File: config.mk
export PLATFORM = sky130hd
export DESIGN_NAME = mbox_flag_ctrl
export DESIGN_NICKNAME = d
export VERILOG_FILES = /design/src/rtl/mbox_pkg.sv /design/src/rtl/mbox_bank.sv /design/src/rtl/mbox_flags.sv /design/src/rtl/mbox_flag_ctrl.sv
export SDC_FILE = /design/constraint.sdc
export NUM_CORES = 1
export LEC_CHECK = 0
export ABC_AREA = 1
export BUFFER_PORTS_ARGS = -buffer_cell sky130_fd_sc_hd__buf_2
export CELL_PAD_IN_SITES_DETAIL_PLACEMENT = 1
export CELL_PAD_IN_SITES_GLOBAL_PLACEMENT = 1
export CORE_MARGIN = 10
export CORE_UTILIZATION = 38
export DETAILED_ROUTE_END_ITERATION = 8
export GPL_TIMING_DRIVEN = 1
export PLACE_DENSITY_LB_ADDON = 0.1
export SETUP_SLACK_MARGIN = 0.4
export SYNTH_ARGS = -nofsm -noshare
export SYNTH_HDL_FRONTEND = slang
export SYNTH_SLANG_ARGS = --single-unit
File: constraint.sdc
create_clock -name clk_i -period 1.6 [get_ports clk_i]
set_clock_uncertainty 0.2 [all_clocks]
set_input_delay 0.24 -clock clk_i [delete_from_list [all_inputs] [get_ports clk_i]]
set_output_delay 0.24 -clock clk_i [all_outputs]
set_load 0.005 [all_outputs]
File: src/rtl/mbox_pkg.sv
`timescale 1ns/1ps
package mbox_pkg;
  localparam int unsigned NPROC      = 2;
  localparam int unsigned DATA_W     = 32;
  localparam int unsigned HALF_W     = 16;
  localparam int unsigned RX_EN_BIT  = 0;
  localparam int unsigned TX_EN_BIT  = 16;
  // word addresses (byte address >> 2) of shared identification registers
  localparam int unsigned CFG_WORD   = 'h0FC;
  localparam int unsigned VER_WORD   = 'h0FD;

  typedef enum logic [1:0] {
    REG_CTRL   = 2'd0,
    REG_MASK   = 2'd1,
    REG_SETCLR = 2'd2,
    REG_STAT   = 2'd3
  } bank_reg_e;
endpackage

File: src/rtl/mbox_bank.sv
`timescale 1ns/1ps
module mbox_bank
  import mbox_pkg::*;
#(
  parameter int unsigned NUM_CH = 16
) (
  input  logic              clk_i,
  input  logic              rst_ni,
  input  logic              wr_i,
  input  bank_reg_e         sel_i,
  input  logic [DATA_W-1:0] wdata_i,
  input  logic [NUM_CH-1:0] own_flags_i,
  input  logic [NUM_CH-1:0] peer_flags_i,
  output logic [NUM_CH-1:0] set_o,
  output logic [NUM_CH-1:0] clr_o,
  output logic [DATA_W-1:0] ctrl_rd_o,
  output logic [DATA_W-1:0] mask_rd_o,
  output logic              rx_irq_o,
  output logic              tx_irq_o
);
  logic              rx_en_q, tx_en_q;
  logic [NUM_CH-1:0] rx_mask_q, tx_mask_q;

  always_ff @(posedge clk_i or negedge rst_ni) begin
    if (!rst_ni) begin
      rx_en_q   <= 1'b0;
      tx_en_q   <= 1'b0;
      rx_mask_q <= '1;
      tx_mask_q <= '1;
    end else if (wr_i) begin
      if (sel_i == REG_CTRL) begin
        rx_en_q <= wdata_i[RX_EN_BIT];
        tx_en_q <= wdata_i[TX_EN_BIT];
      end
      if (sel_i == REG_MASK) begin
        rx_mask_q <= wdata_i[NUM_CH-1:0];
        tx_mask_q <= wdata_i[HALF_W +: NUM_CH];
      end
    end
  end

  // high half posts own flags, low half acknowledges peer flags
  assign set_o = (wr_i && sel_i == REG_SETCLR) ? wdata_i[HALF_W +: NUM_CH] : '0;
  assign clr_o = (wr_i && sel_i == REG_SETCLR) ? wdata_i[NUM_CH-1:0]       : '0;

  always_comb begin
    ctrl_rd_o            = '0;
    ctrl_rd_o[RX_EN_BIT] = rx_en_q;
    ctrl_rd_o[TX_EN_BIT] = tx_en_q;
    mask_rd_o                      = '1;
    mask_rd_o[NUM_CH-1:0]          = rx_mask_q;
    mask_rd_o[HALF_W +: NUM_CH]    = tx_mask_q;
  end

  assign rx_irq_o = rx_en_q & |(peer_flags_i & ~rx_mask_q);
  assign tx_irq_o = tx_en_q & |(~own_flags_i & ~tx_mask_q);


  rx_irq_src_chk: assert property (@(posedge clk_i) disable iff (!rst_ni)
    rx_irq_o |-> (|peer_flags_i));

  tx_irq_src_chk: assert property (@(posedge clk_i) disable iff (!rst_ni)
    tx_irq_o |-> !(&own_flags_i));

  cfg_hold_chk: assert property (@(posedge clk_i) disable iff (!rst_ni)
    (wr_i && sel_i == REG_SETCLR) |=> ($stable(ctrl_rd_o) && $stable(mask_rd_o)));
endmodule

File: src/rtl/mbox_flags.sv
`timescale 1ns/1ps
module mbox_flags
  import mbox_pkg::*;
#(
  parameter int unsigned NUM_CH = 16
) (
  input  logic                         clk_i,
  input  logic                         rst_ni,
  input  logic [NPROC-1:0][NUM_CH-1:0] set_i,
  input  logic [NPROC-1:0][NUM_CH-1:0] clr_i,
  output logic [NPROC-1:0][NUM_CH-1:0] flags_o
);
  logic [NPROC-1:0][NUM_CH-1:0] flag_q;

  // clear from the peer applies first, so a same-cycle post survives
  always_ff @(posedge clk_i or negedge rst_ni) begin
    if (!rst_ni) begin
      flag_q <= '0;
    end else begin
      for (int p = 0; p < NPROC; p++) begin
        flag_q[p] <= (flag_q[p] & ~clr_i[NPROC-1-p]) | set_i[p];
      end
    end
  end

  assign flags_o = flag_q;

  for (genvar p = 0; p < NPROC; p++) begin : g_chk
    localparam int unsigned PEER = NPROC - 1 - p;

    set_wins_chk: assert property (@(posedge clk_i) disable iff (!rst_ni)
      (|set_i[p]) |=> ((flag_q[p] & $past(set_i[p])) == $past(set_i[p])));

    peer_clr_chk: assert property (@(posedge clk_i) disable iff (!rst_ni)
      (|(clr_i[PEER] & ~set_i[p])) |=> ((flag_q[p] & $past(clr_i[PEER] & ~set_i[p])) == '0));

    flag_hold_chk: assert property (@(posedge clk_i) disable iff (!rst_ni)
      (!(|set_i[p]) && !(|clr_i[PEER])) |=> $stable(flag_q[p]));
  end
endmodule

File: src/rtl/mbox_flag_ctrl.sv
`timescale 1ns/1ps
module mbox_flag_ctrl
  import mbox_pkg::*;
#(
  parameter int unsigned NUM_CH    = 16,
  parameter int unsigned ADDR_W    = 10,
  parameter int unsigned VER_MAJOR = 1,
  parameter int unsigned VER_MINOR = 0
) (
  input  logic              clk_i,
  input  logic              rst_ni,
  input  logic              p0_req_i,
  input  logic              p0_we_i,
  input  logic [ADDR_W-1:0] p0_addr_i,
  input  logic [31:0]       p0_wdata_i,
  output logic [31:0]       p0_rdata_o,
  output logic              p0_rx_irq_o,
  output logic              p0_tx_irq_o,
  input  logic              p1_req_i,
  input  logic              p1_we_i,
  input  logic [ADDR_W-1:0] p1_addr_i,
  input  logic [31:0]       p1_wdata_i,
  output logic [31:0]       p1_rdata_o,
  output logic              p1_rx_irq_o,
  output logic              p1_tx_irq_o
);
  localparam int unsigned WORD_W   = ADDR_W - 2;
  localparam int unsigned BANK_LSB = 4;

  logic [NPROC-1:0]              req_w, we_w, rx_irq_w, tx_irq_w;
  logic [NPROC-1:0][ADDR_W-1:0]  addr_w;
  logic [NPROC-1:0][DATA_W-1:0]  wdata_w, ctrl_rd_w, mask_rd_w, rdata_w;
  logic [NPROC-1:0][NUM_CH-1:0]  set_w, clr_w, flags_w;

  assign req_w   = {p1_req_i, p0_req_i};
  assign we_w    = {p1_we_i, p0_we_i};
  assign addr_w  = {p1_addr_i, p0_addr_i};
  assign wdata_w = {p1_wdata_i, p0_wdata_i};

  mbox_flags #(.NUM_CH(NUM_CH)) u_flags (
    .clk_i   (clk_i),
    .rst_ni  (rst_ni),
    .set_i   (set_w),
    .clr_i   (clr_w),
    .flags_o (flags_w)
  );

  for (genvar p = 0; p < NPROC; p++) begin : g_port
    localparam int unsigned PEER = NPROC - 1 - p;
    logic              bank_hit, own_wr;
    logic              bank_idx;
    logic [WORD_W-1:0] word;
    logic [DATA_W-1:0] rd_d;

    assign word     = addr_w[p][ADDR_W-1:2];
    assign bank_hit = (addr_w[p][ADDR_W-1:BANK_LSB+1] == '0);
    assign bank_idx = addr_w[p][BANK_LSB];
    assign own_wr   = req_w[p] & we_w[p] & bank_hit & (bank_idx == 1'(p));

    mbox_bank #(.NUM_CH(NUM_CH)) u_bank (
      .clk_i        (clk_i),
      .rst_ni       (rst_ni),
      .wr_i         (own_wr),
      .sel_i        (bank_reg_e'(addr_w[p][3:2])),
      .wdata_i      (wdata_w[p]),
      .own_flags_i  (flags_w[p]),
      .peer_flags_i (flags_w[PEER]),
      .set_o        (set_w[p]),
      .clr_o        (clr_w[p]),
      .ctrl_rd_o    (ctrl_rd_w[p]),
      .mask_rd_o    (mask_rd_w[p]),
      .rx_irq_o     (rx_irq_w[p]),
      .tx_irq_o     (tx_irq_w[p])
    );

    always_comb begin
      rd_d = '0;
      if (req_w[p] && !we_w[p]) begin
        if (bank_hit) begin
          unique case (bank_reg_e'(addr_w[p][3:2]))
            REG_CTRL:   rd_d = ctrl_rd_w[bank_idx];
            REG_MASK:   rd_d = mask_rd_w[bank_idx];
            REG_SETCLR: rd_d = '0;
            REG_STAT:   rd_d = DATA_W'(flags_w[bank_idx]);
            default:    rd_d = '0;
          endcase
        end else if (word == WORD_W'(CFG_WORD)) begin
          rd_d = DATA_W'(NUM_CH);
        end else if (word == WORD_W'(VER_WORD)) begin
          rd_d = {24'd0, 4'(VER_MAJOR), 4'(VER_MINOR)};
        end
      end
    end
    assign rdata_w[p] = rd_d;
  end

  assign p0_rdata_o  = rdata_w[0];
  assign p1_rdata_o  = rdata_w[1];
  assign p0_rx_irq_o = rx_irq_w[0];
  assign p1_rx_irq_o = rx_irq_w[1];
  assign p0_tx_irq_o = tx_irq_w[0];
  assign p1_tx_irq_o = tx_irq_w[1];

  logic unused_ok;
  assign unused_ok = ^{p0_addr_i[1:0], p1_addr_i[1:0]};


  idle_rdata_chk: assert property (@(posedge clk_i) disable iff (!rst_ni)
    (!p0_req_i || p0_we_i) |-> (p0_rdata_o == '0));

  p1_rx_src_chk: assert property (@(posedge clk_i) disable iff (!rst_ni)
    p1_rx_irq_o |-> (|flags_w[0]));
endmodule

==> results.md <==
- After synthesis the netlist holds a flip-flop and latch count of 100.
- After detailed routing, the number of vias per cell comes to 6.19.
- The post-layout instance area is 12400 um2.
- The internal portion of the total power is 4520 uW.
- Dividing the synthesized area by the synthesized cell count gives 6.49 um2.
- The hold violation total from the final report came to 0.
- Clock tree synthesis found a total of 100 sinks.
- The number of setup violations in the final report is 69.
- The weighted congestion reported at the end of routability-driven placement is 0.844.
- The kind of start point of the critical path is a flop.
- Of the total power, the share spent switching nets is 0.355.
- In this run the worst setup path begins at u_flags.flags_o[30]$_DFF_PN0_.
- The register area share after synthesis is 0.362.
- Headroom to the max-slew limit came out at 0.653.
- The total net switching power is 2480 uW.
- The standard cell core area is 18600 um2.
- In this run, CTS created clock tree buffers numbering 9.
- The proportion of power drawn by the clock network is 0.350.
- The die covers 24700 um2.
- The number of nets in the synthesized netlist is 1191.
- In the synthesized netlist the async set-or-reset flop fraction comes to 1.00.
- After synthesis the cells add up to 7140 um2.
- The worst flop-to-flop path startpoint is g_port[0].u_bank.tx_mask_q[13]$_DFFE_PN1P_.
- The run finished, with violations left.
- The worst-case IR drop observed on VDD is 0.479 mV.
- The largest net degree at the start of global routing is 43.
- The classification of the worst setup path is reg2out.
- Among all flip-flop cells after synthesis, the most frequent one is sky130_fd_sc_hd__dfstp_2.
- The total number of vias is 10677.
- Setup repair after global routing could not meet its margin everywhere.
- Measured along the y axis, the die boundary spans 157 um.
- The synthesized instance count is 1101.
- The first global-routing pass estimated 56.5 mm of wire.
- The detailed-route wire length is 50.2 mm.
- The floorplan row count is 50.
- The required arrival time at the worst endpoint is 1.16 ns.
- The number of maximum-capacitance constraint violations is 0.
- The clock tree synthesis step divided the H-tree into 3 levels.
- The total routing resource utilization after global routing is 0.294.
- Once placement finished, the instance area stood at 9470 um2.
- The time the final worst path needs with I/O delays and setup is 2.35 ns.
- The number of max-slew violations in the final report is 0.
- The layout overhead on the synthesized area is 73.3%.
- After clock tree synthesis, the clock-pin slew on the worst setup and hold paths is 0.10 ns.
- Leaving out fill and tap cells, the most frequent cell in the layout is sky130_fd_sc_hd__nand2_1.
- The share of total power dissipated in combinational logic is 0.263.
- The total congestion overflow is 0.
- The number of nets in the layout is 1576.
- The type of the tightest min-delay check is in2async.
- The initial antenna violation count is 1.
- Power spread over the standard cell area amounts to 566 nW/um2.
- The count of different cell masters after synthesis is 27.
- The number of nets still failing antenna checks after routing is 0.
- The arrival time reported for the critical path endpoint is 1.91 ns.
- The clock reaches the later pin of the worst-skew pair after 0.37 ns.
- The element type at the critical path end is an output pin.
- The slew at the pin closest to its max-slew limit is 0.520 ns.
- The initial utilization of the core area, before any placement, comes to 0.384.
- In this run the static leakage power is 0.00607 uW.
- The detailed placement HPWL is 24.0 mm.
- The clock tree from TritonCTS is done.
- The first TritonRoute pass finished after 5 iterations.
- The cell with the largest stage delay on the worst path is sky130_fd_sc_hd__dfrtp_1.
- In this run, synthesis inferred 0 flip-flops with an integrated enable.
- The floorplan die width is 157 um.
- Dividing the final minimum period by the clock period gives 1.47.
- The number of antenna diodes in the final layout is 0.
- Of the cells placed in the final design, the portion with a size suffix greater than 1 is 0.517.
- The clock passes through at most 2 buffers.
- Dividing the detail-routed wire length by the instance count gives 29.1 um.
- Walking the worst path, the cells encountered are inv_1 -> buf_4 -> a21oi_1 -> o21ai_0 -> nand2_1 -> inv_1 -> nor2_2 -> buf_2.
- For this run, design rule violations remaining after detail routing come to 0.
- Leaving out fill and tap cells, the most frequent cells in the layout are 199 x sky130_fd_sc_hd__nand2_1, 163 x sky130_fd_sc_hd__inv_1, 147 x sky130_fd_sc_hd__buf_2, 120 x sky130_fd_sc_hd__buf_4, 110 x sky130_fd_sc_hd__nand2_2.
- The final reports fail on negative setup slack.
- The largest stage delay on the critical path is 0.45 ns.
- The cell with the most instances on the worst path is sky130_fd_sc_hd__inv_1.
- Yosys printed 0 warnings.
- The final setup slack of the worst path is -0.751 ns.
- The relative contribution of sequential cells to total power is 0.387.
- The iteration-0 DRC count of the detailed router is 1114.
- Power comes to 7000 uW.
- In this run the clock root is driven by a sky130_fd_sc_hd__clkbuf_16.
- The number of global-route vias before repair is 10075.
- Timing would allow up to 0.425 GHz.
- The I/O pin count is 158.
- Of all nets on the critical path, the largest fanout is 3.
- The total of buffers placed on input and output ports is 153.
[registers in the layout (all words and copies together) (netlist names)]
signal	flops
u_flags.flags_o	32
g_port.u_bank.rx_mask_q	32
g_port.u_bank.tx_mask_q	32
g_port.u_bank.tx_en_q	2
g_port.u_bank.rx_en_q	2
[worst max-delay path, delay by kind of cell, from the launching register on]
| family | cells | cell delay [ns] |
|---|---|---|
| buf+inv | 4 | 0.48 |
| flops | 1 | 0.45 |
| compound gates | 2 | 0.32 |
| simple gates | 2 | 0.27 |
[power groups by stage]
stage               registers [uW]  clock network [uW]  logic [uW]
floorplan                     2720                   0         521
global placement              2720                   0        1120
detailed placement            2720                   0        1150
CTS                           2680                2360        1460
global route                  2710                2510        1910
finish                        2710                2450        1840
[per-layer routing]
| metal | global-route usage | up-vias | wire, um |
|---|---|---|---|
| met5 | 0 | - | 20 |
| met4 | 0.164 | 2 | 4620 |
| met3 | 0.0540 | 375 | 4940 |
| met2 | 0.530 | 891 | 23600 |
| met1 | 0.319 | 5161 | 17000 |
| li1 | - | 4248 | - |
[per-stage QoR]
| step | util | setup slack (ns) | hold slack (ns) | cells | setup TNS, ns |
|---|---|---|---|---|---|
| 2_1_floorplan | - | 0.0857 | -0.256 | 1101 | 0 |
| 3_3_place_gp | 0.510 | -0.373 | 0.00282 | 1596 | -6.15 |
| 3_5_place_dp | 0.510 | -0.362 | 0.00834 | 1596 | -10.37 |
| 4_1_cts | 0.604 | -0.561 | 0.165 | 1691 | -21.40 |
| 5_1_grt | 0.666 | -0.823 | 0.160 | 1725 | -33.29 |
| 6_report | 0.666 | -0.751 | 0.143 | 1725 | -30.37 |
[timing repair]
action / CTS / global route
hold buffers: 65 / 0
pin swaps: 107 / 141
gates resized for setup: 254 / 218
setup buffers: 12 / 23
cloned: 2 / 11
endpoints found under the setup margin: 165 / 198
hold endpoints to repair: 145 / 0
[cell families (layout without fill, tap and decap cells)]
group / count (synthesis) / count (layout) / synth area share
DFF: 100 / 100 / 0.362
AOI/OAI and AO/OA: 209 / 209 / 0.160
buffers and inverters: 270 / 660 / 0.160
and+or+nand+nor: 522 / 522 / 0.318
[final timing paths]
check	cells after the start	slack (ns)	end
setup / recovery	8	-0.75	p1_rdata_o[14]
max in group asynchronous	3	0.44	g_port[0].u_bank.tx_mask_q[0]$_DFFE_PN1P_
hold reg to reg	2	0.28	g_port[1].u_bank.rx_mask_q[0]$_DFFE_PN1P_
hold / removal	2	0.14	u_flags.flags_o[28]$_DFF_PN0_
setup reg to reg	3	0.21	g_port[0].u_bank.tx_mask_q[13]$_DFFE_PN1P_
min in group clk_i	7	0.21	u_flags.flags_o[19]$_DFF_PN0_
[synth_stat cells (2+ instances only)]
master                     count  area share
sky130_fd_sc_hd__a21oi_1      24       0.017
sky130_fd_sc_hd__buf_2        30       0.021
sky130_fd_sc_hd__buf_4        11       0.012
sky130_fd_sc_hd__buf_6         6      0.0095
sky130_fd_sc_hd__clkbuf_1      9      0.0047
sky130_fd_sc_hd__clkinv_2      2      0.0014
sky130_fd_sc_hd__dfrtp_1      36        0.13
sky130_fd_sc_hd__dfstp_2      64        0.24
sky130_fd_sc_hd__inv_1       205        0.11
sky130_fd_sc_hd__inv_2         6      0.0032
sky130_fd_sc_hd__nand2_1     338        0.18
sky130_fd_sc_hd__nand2_2       6      0.0053
sky130_fd_sc_hd__nand3_1       7      0.0049
sky130_fd_sc_hd__nand3_4       2      0.0049
sky130_fd_sc_hd__nand4_1      64       0.056
sky130_fd_sc_hd__nor2_1       84       0.044
sky130_fd_sc_hd__nor2_2       12       0.011
sky130_fd_sc_hd__nor2_4        4      0.0063
sky130_fd_sc_hd__nor2_8        2      0.0056
sky130_fd_sc_hd__nor3_1        2      0.0014
sky130_fd_sc_hd__o211ai_1     35       0.037
sky130_fd_sc_hd__o21ai_0      68       0.048
sky130_fd_sc_hd__o21ai_1      79       0.055
sky130_fd_sc_hd__o21ai_2       2      0.0025
[area by class of cell]
class / instances / area [um2]
Clock buffer: 9 / 225
Clock inverter: 7 / 78.8
Fill cell: 2241 / 6210
Inverter: 213 / 835
Multi-Input combinational cell: 731 / 4510
Sequential cell: 100 / 2580
Tap cell: 234 / 293
Timing Repair Buffer: 431 / 3850
(Power assumes the default switching activity.)
